--- config.mk ---
export PLATFORM = sky130hd
export DESIGN_NAME = ecc_sram_wrap
export DESIGN_NICKNAME = d
export VERILOG_FILES = /design/src/rtl/ecc_sram_pkg.sv /design/src/rtl/ecc_sram_array.sv /design/src/rtl/ecc_sram_init.sv /design/src/rtl/ecc_sram_wrap.sv
export SDC_FILE = /design/constraint.sdc
export NUM_CORES = 2
export LEC_CHECK = 0
export BUFFER_PORTS_ARGS = -buffer_cell sky130_fd_sc_hd__buf_2
export CAP_MARGIN = 20
export CORE_ASPECT_RATIO = 1.75
export CORE_MARGIN = 10
export CORE_UTILIZATION = 35
export CTS_CLUSTER_SIZE = 25
export DETAILED_ROUTE_END_ITERATION = 10
export GPL_ROUTABILITY_DRIVEN = 0
export PLACE_DENSITY = 0.52
export SYNTH_ARGS = -nofsm -noshare
export SYNTH_HDL_FRONTEND = slang
export SYNTH_HIERARCHICAL = 1
export SYNTH_SLANG_ARGS = --single-unit
--- constraint.sdc ---
create_clock -name clk -period 14.1 [get_ports clk]
set_clock_uncertainty 0.2 [all_clocks]
set_input_delay 0.705 -clock clk [delete_from_list [all_inputs] [get_ports clk]]
set_output_delay 0.705 -clock clk [all_outputs]
set_load 0.05 [all_outputs]
--- src/rtl/ecc_sram_pkg.sv ---
package ecc_sram_pkg;

  localparam int DW = 64;
  localparam int CB = 8;
  localparam int CW = DW + CB;

  typedef struct packed {
    logic [DW-1:0] data;
    logic          corr;
    logic          uncorr;
  } dec_t;

  // XOR of the Hamming positions of all set data bits; data bits fill the
  // non-power-of-two positions 3..71 in ascending order.
  function automatic logic [6:0] pos_xor(input logic [DW-1:0] d);
    logic [6:0] acc;
    logic [6:0] k;
    acc = '0;
    k   = '0;
    for (int p = 1; p < CW; p++) begin
      if ((p & (p - 1)) != 0) begin
        if (d[k[5:0]]) acc = acc ^ 7'(p);
        k = k + 7'd1;
      end
    end
    return acc;
  endfunction

  function automatic logic [CW-1:0] ecc_encode(input logic [DW-1:0] d);
    logic [6:0] hp;
    hp = pos_xor(d);
    return {(^d) ^ (^hp), hp, d};
  endfunction

  function automatic dec_t ecc_decode(input logic [CW-1:0] cw);
    dec_t       r;
    logic [6:0] syn;
    logic       ov;
    logic [6:0] k;
    r.data   = cw[DW-1:0];
    r.corr   = 1'b0;
    r.uncorr = 1'b0;
    syn = pos_xor(cw[DW-1:0]) ^ cw[DW+6:DW];
    ov  = ^cw;
    if (!ov && syn != 7'd0) begin
      r.uncorr = 1'b1;
    end else if (ov) begin
      if (syn == 7'd0 || (syn & (syn - 7'd1)) == 7'd0) begin
        r.corr = 1'b1;
      end else if (syn > 7'd71) begin
        r.uncorr = 1'b1;
      end else begin
        r.corr = 1'b1;
        k = '0;
        for (int p = 1; p < CW; p++) begin
          if ((p & (p - 1)) != 0) begin
            if (7'(p) == syn) r.data[k[5:0]] = ~r.data[k[5:0]];
            k = k + 7'd1;
          end
        end
      end
    end
    return r;
  endfunction

  function automatic logic [CW-1:0] inj_mask(input logic [6:0] idx, input logic dbl);
    logic [CW-1:0] m;
    m = '0;
    if ({1'b0, idx} < 8'(CW)) m[idx] = 1'b1;
    if (dbl && ({1'b0, idx} + 8'd1) < 8'(CW)) m[idx + 7'd1] = 1'b1;
    return m;
  endfunction

  function automatic logic [DW-1:0] byte_merge(input logic [DW-1:0] oldw,
                                               input logic [DW-1:0] neww,
                                               input logic [7:0]    en);
    logic [DW-1:0] r;
    for (int b = 0; b < 8; b++)
      r[8*b +: 8] = en[b] ? neww[8*b +: 8] : oldw[8*b +: 8];
    return r;
  endfunction

endpackage

--- src/rtl/ecc_sram_array.sv ---
module ecc_sram_array #(
  parameter int AW = 4,
  parameter int W  = 72
) (
  input  logic          clk,
  input  logic          wr_en,
  input  logic [AW-1:0] wr_addr,
  input  logic [W-1:0]  wr_word,
  input  logic          rd_en,
  input  logic [AW-1:0] rd_addr,
  output logic [W-1:0]  rd_word
);
  localparam int DEPTH = 1 << AW;

  logic [W-1:0] mem [DEPTH];

  always_ff @(posedge clk) begin
    if (wr_en) mem[wr_addr] <= wr_word;
    if (rd_en) rd_word <= mem[rd_addr];
  end
endmodule

--- src/rtl/ecc_sram_init.sv ---
module ecc_sram_init #(
  parameter int AW      = 4,
  parameter bit INIT_ON = 1'b1
) (
  input  logic          clk,
  input  logic          rst_n,
  output logic          busy,
  output logic [AW-1:0] fill_addr,
  output logic          done
);
  localparam int DEPTH = 1 << AW;

  generate
    if (INIT_ON) begin : g_sweep
      logic [AW-1:0] cnt;
      logic          done_q;
      always_ff @(posedge clk) begin
        if (!rst_n) begin
          cnt    <= '0;
          done_q <= 1'b0;
        end else if (!done_q) begin
          cnt <= cnt + 1'b1;
          if (cnt == AW'(DEPTH - 1)) done_q <= 1'b1;
        end
      end
      assign busy      = !done_q;
      assign fill_addr = cnt;
      assign done      = done_q;
    end else begin : g_skip
      logic done_q;
      always_ff @(posedge clk) begin
        if (!rst_n) done_q <= 1'b0;
        else        done_q <= 1'b1;
      end
      assign busy      = 1'b0;
      assign fill_addr = '0;
      assign done      = done_q;
    end
  endgenerate
endmodule

--- src/rtl/ecc_sram_wrap.sv ---
module ecc_sram_wrap
  import ecc_sram_pkg::*;
#(
  parameter int ADDR_W  = 4,
  parameter bit INIT_ON = 1'b1
) (
  input  logic              clk,
  input  logic              rst_n,
  input  logic              req,
  input  logic              we,
  input  logic [ADDR_W-1:0] addr,
  input  logic [7:0]        be,
  input  logic [63:0]       wdata,
  output logic              ready,
  output logic              rvalid,
  output logic [63:0]       rdata,
  output logic              err_corr,
  output logic              err_uncorr,
  output logic              wr_err,
  input  logic              inj_set,
  input  logic [6:0]        inj_idx,
  input  logic              inj_double,
  output logic              init_done
);
  typedef enum logic [1:0] {PH_IDLE, PH_RESP, PH_RMW} phase_t;

  phase_t            phase_q;
  logic              accept, full_wr, host_wr, commit_rmw, arr_we;
  logic [ADDR_W-1:0] arr_waddr, hold_addr, fill_addr;
  logic [CW-1:0]     arr_wword, arr_rword, flip;
  logic [7:0]        hold_be;
  logic [DW-1:0]     hold_data, merged;
  logic              fill_busy;
  logic              inj_armed;
  logic [6:0]        inj_idx_q;
  logic              inj_dbl_q;
  dec_t              dec;

  ecc_sram_init #(.AW(ADDR_W), .INIT_ON(INIT_ON)) u_init (
    .clk(clk), .rst_n(rst_n), .busy(fill_busy), .fill_addr(fill_addr), .done(init_done)
  );

  assign ready      = init_done && (phase_q != PH_RMW);
  assign accept     = req && ready;
  assign full_wr    = accept && we && (be == 8'hFF);
  assign dec        = ecc_decode(arr_rword);
  assign merged     = byte_merge(dec.data, hold_data, hold_be);
  assign commit_rmw = (phase_q == PH_RMW) && !dec.uncorr;
  assign host_wr    = full_wr || commit_rmw;
  assign flip       = inj_armed ? inj_mask(inj_idx_q, inj_dbl_q) : '0;

  always_comb begin
    arr_we    = 1'b0;
    arr_waddr = '0;
    arr_wword = '0;
    if (fill_busy) begin
      arr_we    = 1'b1;
      arr_waddr = fill_addr;
      arr_wword = ecc_encode('0);
    end else if (full_wr) begin
      arr_we    = 1'b1;
      arr_waddr = addr;
      arr_wword = ecc_encode(wdata) ^ flip;
    end else if (commit_rmw) begin
      arr_we    = 1'b1;
      arr_waddr = hold_addr;
      arr_wword = ecc_encode(merged) ^ flip;
    end
  end

  ecc_sram_array #(.AW(ADDR_W), .W(CW)) u_array (
    .clk(clk), .wr_en(arr_we), .wr_addr(arr_waddr), .wr_word(arr_wword),
    .rd_en(accept && !full_wr), .rd_addr(addr), .rd_word(arr_rword)
  );

  always_ff @(posedge clk) begin
    if (!rst_n) begin
      phase_q   <= PH_IDLE;
      hold_addr <= '0;
      hold_be   <= '0;
      hold_data <= '0;
    end else begin
      if (accept && !we)          phase_q <= PH_RESP;
      else if (accept && !full_wr) phase_q <= PH_RMW;
      else                         phase_q <= PH_IDLE;
      if (accept && we) begin
        hold_addr <= addr;
        hold_be   <= be;
        hold_data <= wdata;
      end
    end
  end

  always_ff @(posedge clk) begin
    if (!rst_n) begin
      inj_armed <= 1'b0;
      inj_idx_q <= '0;
      inj_dbl_q <= 1'b0;
    end else if (inj_set) begin
      inj_armed <= 1'b1;
      inj_idx_q <= inj_idx;
      inj_dbl_q <= inj_double;
    end else if (host_wr) begin
      inj_armed <= 1'b0;
    end
  end

  assign rvalid     = (phase_q == PH_RESP);
  assign rdata      = rvalid ? dec.data : '0;
  assign err_corr   = (phase_q != PH_IDLE) && dec.corr;
  assign err_uncorr = (phase_q != PH_IDLE) && dec.uncorr;
  assign wr_err     = (phase_q == PH_RMW) && dec.uncorr;
endmodule

==> results by stage <==
Setup path:
- The maximum fanout along the worst path is 16.
- The arrival time of the worst setup path is 8410 ps.
- The worst setup path is captured at a register.
- The setup slack of the worst register-to-register path is slightly below 6000 ps.
- The critical path data required time is between 10000 and 15000 ps.
- The path type of the worst setup path is register to register.
- The worst register-to-register path ends at u_array/mem[11][68].
- The worst setup path is launched from a register.
- Counting cells, the worst reg-to-reg path comes to 16.
- The startpoint identified for the worst register-to-register timing path is u_array/rd_word[51].

Placed design:
- Before CTS, the worst setup slack after placement is about 6300 ps.
- The number of placed instances, taps included, is 5887.
- Detailed placement ended at an HPWL of 145000 um.
- Once placement finished, the instance area stood at ~64000 um^2.
- The count of buffers added on input and output ports is 158.

Clock network:
- The clock-pin transition on the worst setup and hold timing paths is around 70 ps.
- The clock passes through at most 3 buffers.
- The cell at the root of the clock tree is sky130_fd_sc_hd__clkbuf_16.
- Buffers added to address setup during post-CTS repair amount to 0.
- Clock latency on the worst-skew pair, taken at its later pin, is 760 ps.
- For this design, the sink count on the clock tree is ~1300.
- The clock tree synthesis step divided the H-tree into 3 levels.
- In this run, post-CTS hold repair placed 12 buffers.
- The number of buffers added by the clock tree synthesis step is 111.
- TritonCTS built the clock tree.
- The count of cells resized by post-cts repair is 0.

Power and ir drop:
- Overall power consumption after layout is estimated at between 8 and 9 mW.
- The power per cell area is approximately 120 nW/um^2.
- The peak ir drop on the vdd network is ~0.094 mV.
- Summed over all cells, the static leakage comes to between 20 and 25 nW.

Synth:
- After synthesis, the largest family of logic cells by area is multiplexers.
- Counting every net in the synthesized netlist gives around 3700.
- The async set-or-reset flop fraction in the synthesized netlist is 0%.
- The netlist uses a little under 80 different library cells.
- The share of Yosys cell area claimed by the top area cell type is about three fifths.
- After Yosys synthesis, and, or, nand and nor cells account for between 5 and 6% of the synthesized area.
- The share of synthesized area spent on multiplexers is between 10% and 20%.
- After synthesis, the mean cell area works out to between 15 and 20 um^2.
- The post-synth design cell area is 59400 um^2.
- The total of flip-flops plus latches after synthesis is between 1000 and 1500.
- The primary flip-flop cell chosen by synthesis mapping is sky130_fd_sc_hd__edfxtp_1.
- sky130_fd_sc_hd__edfxtp_1 takes more of the synthesized area than any other cell.
- The number of warnings reported in the yosys synthesis log is 6.
- The synthesized netlist devotes less than 1% of its cell area to adder and majority cells.
- Sequential elements use 65.0% of the synthesized area.
- The synthesized netlist devotes 8.62% of its cell area to compound gates.
- The area share of xor/xnor cells in the synthesized design is 8.09%.
- Yosys mapped a number of flops with a built-in enable equal to 1224.
- In the post-synthesis netlist, the biggest area contributors are sky130_fd_sc_hd__edfxtp_1 (62%), sky130_fd_sc_hd__mux4_2 (11%), sky130_fd_sc_hd__xnor2_1 (4.4%), sky130_fd_sc_hd__dfxtp_1 (3.1%), sky130_fd_sc_hd__xnor3_1 (2.2%).
- Synthesis produced a netlist whose cell count is around 3600.

Min path:
- The startpoint identified for the worst hold timing path is wdata[7].
- The class of the worst hold path is input port to register.
- The number of cells on the worst hold path is 3.
- The worst min-delay path endpoint is hold_data[7].

Cells and area:
- The count of placed standard cells in the final layout, fillers left out is approximately 6100.
- Of the cells placed in the final design, the portion with a size suffix greater than 1 is approximately 23%.
- Fill cells in the final layout number between 15000 and 20000.
- After the last flow step, the layout net total stands at a little under 4000.
- Summing all multi-input logic gate instances after layout gives a little over 20000 um^2.
- For this run, the share of the core covered by cells in the final layout is roughly 40%.
- Relative to the synthesized area, the layout overhead comes to 13.8%.
- Across the whole layout, storage elements account for 38600 um^2.
- After routing the design area is ~68000 um^2.

Route:
- The number of vias per cell is 5.84.
- The detailed router finished its first iteration with roughly 3800 violations.
- The detailed router placed around 36000 vias in this run.
- The final routed wire length divided by cell count is between 30 and 40 um.
- For this run, design rule violations remaining after detail routing come to 0.
- The number of detailed-route iterations in the first pass is 6.
- For this block, the routed nets add up to around 210000 um of wire.
- The number of nets with antenna violations after routing is 0.

Global route:
- The maximum number of pins on one net before global-route repair is between 90 and 100.
- The all-layer global routing usage is a little over a fifth.
- The global-route wire length before repair is approximately 290000 um.
- The via count of the first global-routing pass is between 30000 and 40000.
- The remaining global-route overflow is 0.
- The initial antenna violation count is 15.

Timing:
- After routing, the total negative slack on setup checks comes to 0 ps.
- The number of slew-limit violations in the final report is 0.
- Derived from the worst setup path, the maximum achievable clock frequency is around 120 MHz.
- Setup violations remaining at the end of the flow were counted as 0.
- The slew of the pin with the lowest slew margin is 1310 ps.
- In the finished design, the share of the clock period the worst path needs comes to ~58%.
- The worst-case hold slack is about 59 ps.
- Setup repair after global routing left no endpoint under its margin.
- Headroom to the max-slew limit came out at ~12%.
- In the post-route analysis, the smallest setup slack over all paths is 5920 ps.
- The final period demand of the worst path is just over 8000 ps.
- The number of hold violations in the final report is 0.

Status:
- The flow ran to the end, and the final reports show no timing, DRC or antenna violations.

Floorplan:
- The starting utilization of the core area is 35.3%.
- During I/O placement, the number of pins put on the boundary was between 150 and 200.
- The floorplan core area is about 170000 um^2.
- The floorplan step set the die width to ~330 um.
- In this run the core area contains 199 standard-cell rows.
- From bottom edge to top edge, the die measures between 500 and 600 um.
- The die covers around 190000 um^2.

Job:
- The number of max-capacitance violations reported is 0.
[registers in the layout, summed over array words and instances, names as in the netlist]
name,flops
inj_armed,1
u_array/mem,1152
inj_idx_q,7
u_init/fill_addr,4
hold_be,8
phase_q,2
hold_data,64
u_array/rd_word,72
inj_dbl_q,1
u_init/done,1
hold_addr,4
[placed cells by master, fill, tap and decap left out, drive strengths merged, types with 80 or more instances in the layout]
master	instances
nor2	145
clkbuf	143
nand2	282
xnor2	303
mux4	288
a22oi	161
xor2	80
buf	295
dfxtp	92
edfxtp	1224
[worst max-delay path by stage]
stage | startpoint | end | slack, ps | depth (start not counted)
5_1_grt | u_array/rd_word[17] | u_array/mem[13][68] | 5940 | 16
4_1_cts | u_array/rd_word[17] | u_array/mem[11][55] | 6230 | 15
3_3_place_gp | u_array/rd_word[51] | u_array/mem[0][66] | 6330 | 16
6_report | u_array/rd_word[51] | u_array/mem[11][68] | 5920 | 16
3_5_place_dp | u_array/rd_word[17] | u_array/mem[11][55] | 6260 | 15
2_1_floorplan | u_array/rd_word[24] | u_array/mem[12][0] | 4320 | 18
[report_power, final]
group          switching [mW]  internal [mW]
Clock                    1.46           1.73
Sequential             0.0215           4.29
Combinational           0.440          0.272
Total                    1.93           6.29
[worst max-delay path: stages, from the launching register on]
cell and delay [ps]:
sky130_fd_sc_hd__edfxtp_1 580, sky130_fd_sc_hd__xnor2_1 240, sky130_fd_sc_hd__xnor3_1 530, sky130_fd_sc_hd__xnor2_2 430, sky130_fd_sc_hd__xor3_2 550, sky130_fd_sc_hd__nor4_1 380
sky130_fd_sc_hd__o21ai_1 240, sky130_fd_sc_hd__buf_4 310, sky130_fd_sc_hd__nor3_1 660, sky130_fd_sc_hd__xnor2_1 410, sky130_fd_sc_hd__a21oi_1 800, sky130_fd_sc_hd__xnor2_1 180
sky130_fd_sc_hd__xnor2_1 760, sky130_fd_sc_hd__xnor2_1 250, sky130_fd_sc_hd__xnor3_1 360, sky130_fd_sc_hd__o22ai_1 320, sky130_fd_sc_hd__and2_1 640
[cell usage after synthesis (29+ instances only)]
library cell / number
sky130_fd_sc_hd__a21boi_0: 77
sky130_fd_sc_hd__nor3_1: 36
sky130_fd_sc_hd__xnor3_1: 57
sky130_fd_sc_hd__edfxtp_1: 1224
sky130_fd_sc_hd__o31a_1: 29
sky130_fd_sc_hd__clkbuf_1: 174
sky130_fd_sc_hd__nor2_1: 143
sky130_fd_sc_hd__o21a_1: 34
sky130_fd_sc_hd__a22oi_1: 161
sky130_fd_sc_hd__dfxtp_1: 92
sky130_fd_sc_hd__nand2b_1: 46
sky130_fd_sc_hd__a21oi_1: 46
sky130_fd_sc_hd__nand2_1: 282
sky130_fd_sc_hd__mux4_2: 288
sky130_fd_sc_hd__a222oi_1: 39
sky130_fd_sc_hd__xor2_1: 78
sky130_fd_sc_hd__xnor2_1: 299
sky130_fd_sc_hd__o22ai_1: 77
sky130_fd_sc_hd__a311oi_1: 52
[cells by family (layout without fill, tap and decap cells)]
| kind of cell | after synthesis | count (layout) |
|---|---|---|
| buf+inv | 245 | 528 |
| simple gates | 657 | 657 |
| other cells | 0 | 5 |
| xor+xnor | 445 | 445 |
| fa+ha+maj | 2 | 2 |
| compound gates | 658 | 658 |
| flops | 1316 | 1316 |
| mux | 304 | 304 |
[area by class of cell]
class                           instances  area share (%)
Sequential cell                      1316            57.2
Timing Repair Buffer                  309            3.06
Inverter                               10          0.0593
Antenna cell                            5          0.0185
Multi-Input combinational cell       2066            30.1
Clock inverter                         68            1.15
Tap cell                             2211            4.10
Clock buffer                          141            4.36
[per-layer routing]
metal	global-route usage [%]	vias up	wire length, um
met5	0	-	27
met3	3.21	519	12900
li1	-	14900	-
met2	36.8	1744	103000
met4	14.8	4	16600
met1	25.8	18600	77800
Power figures use the tool's default switching activity.
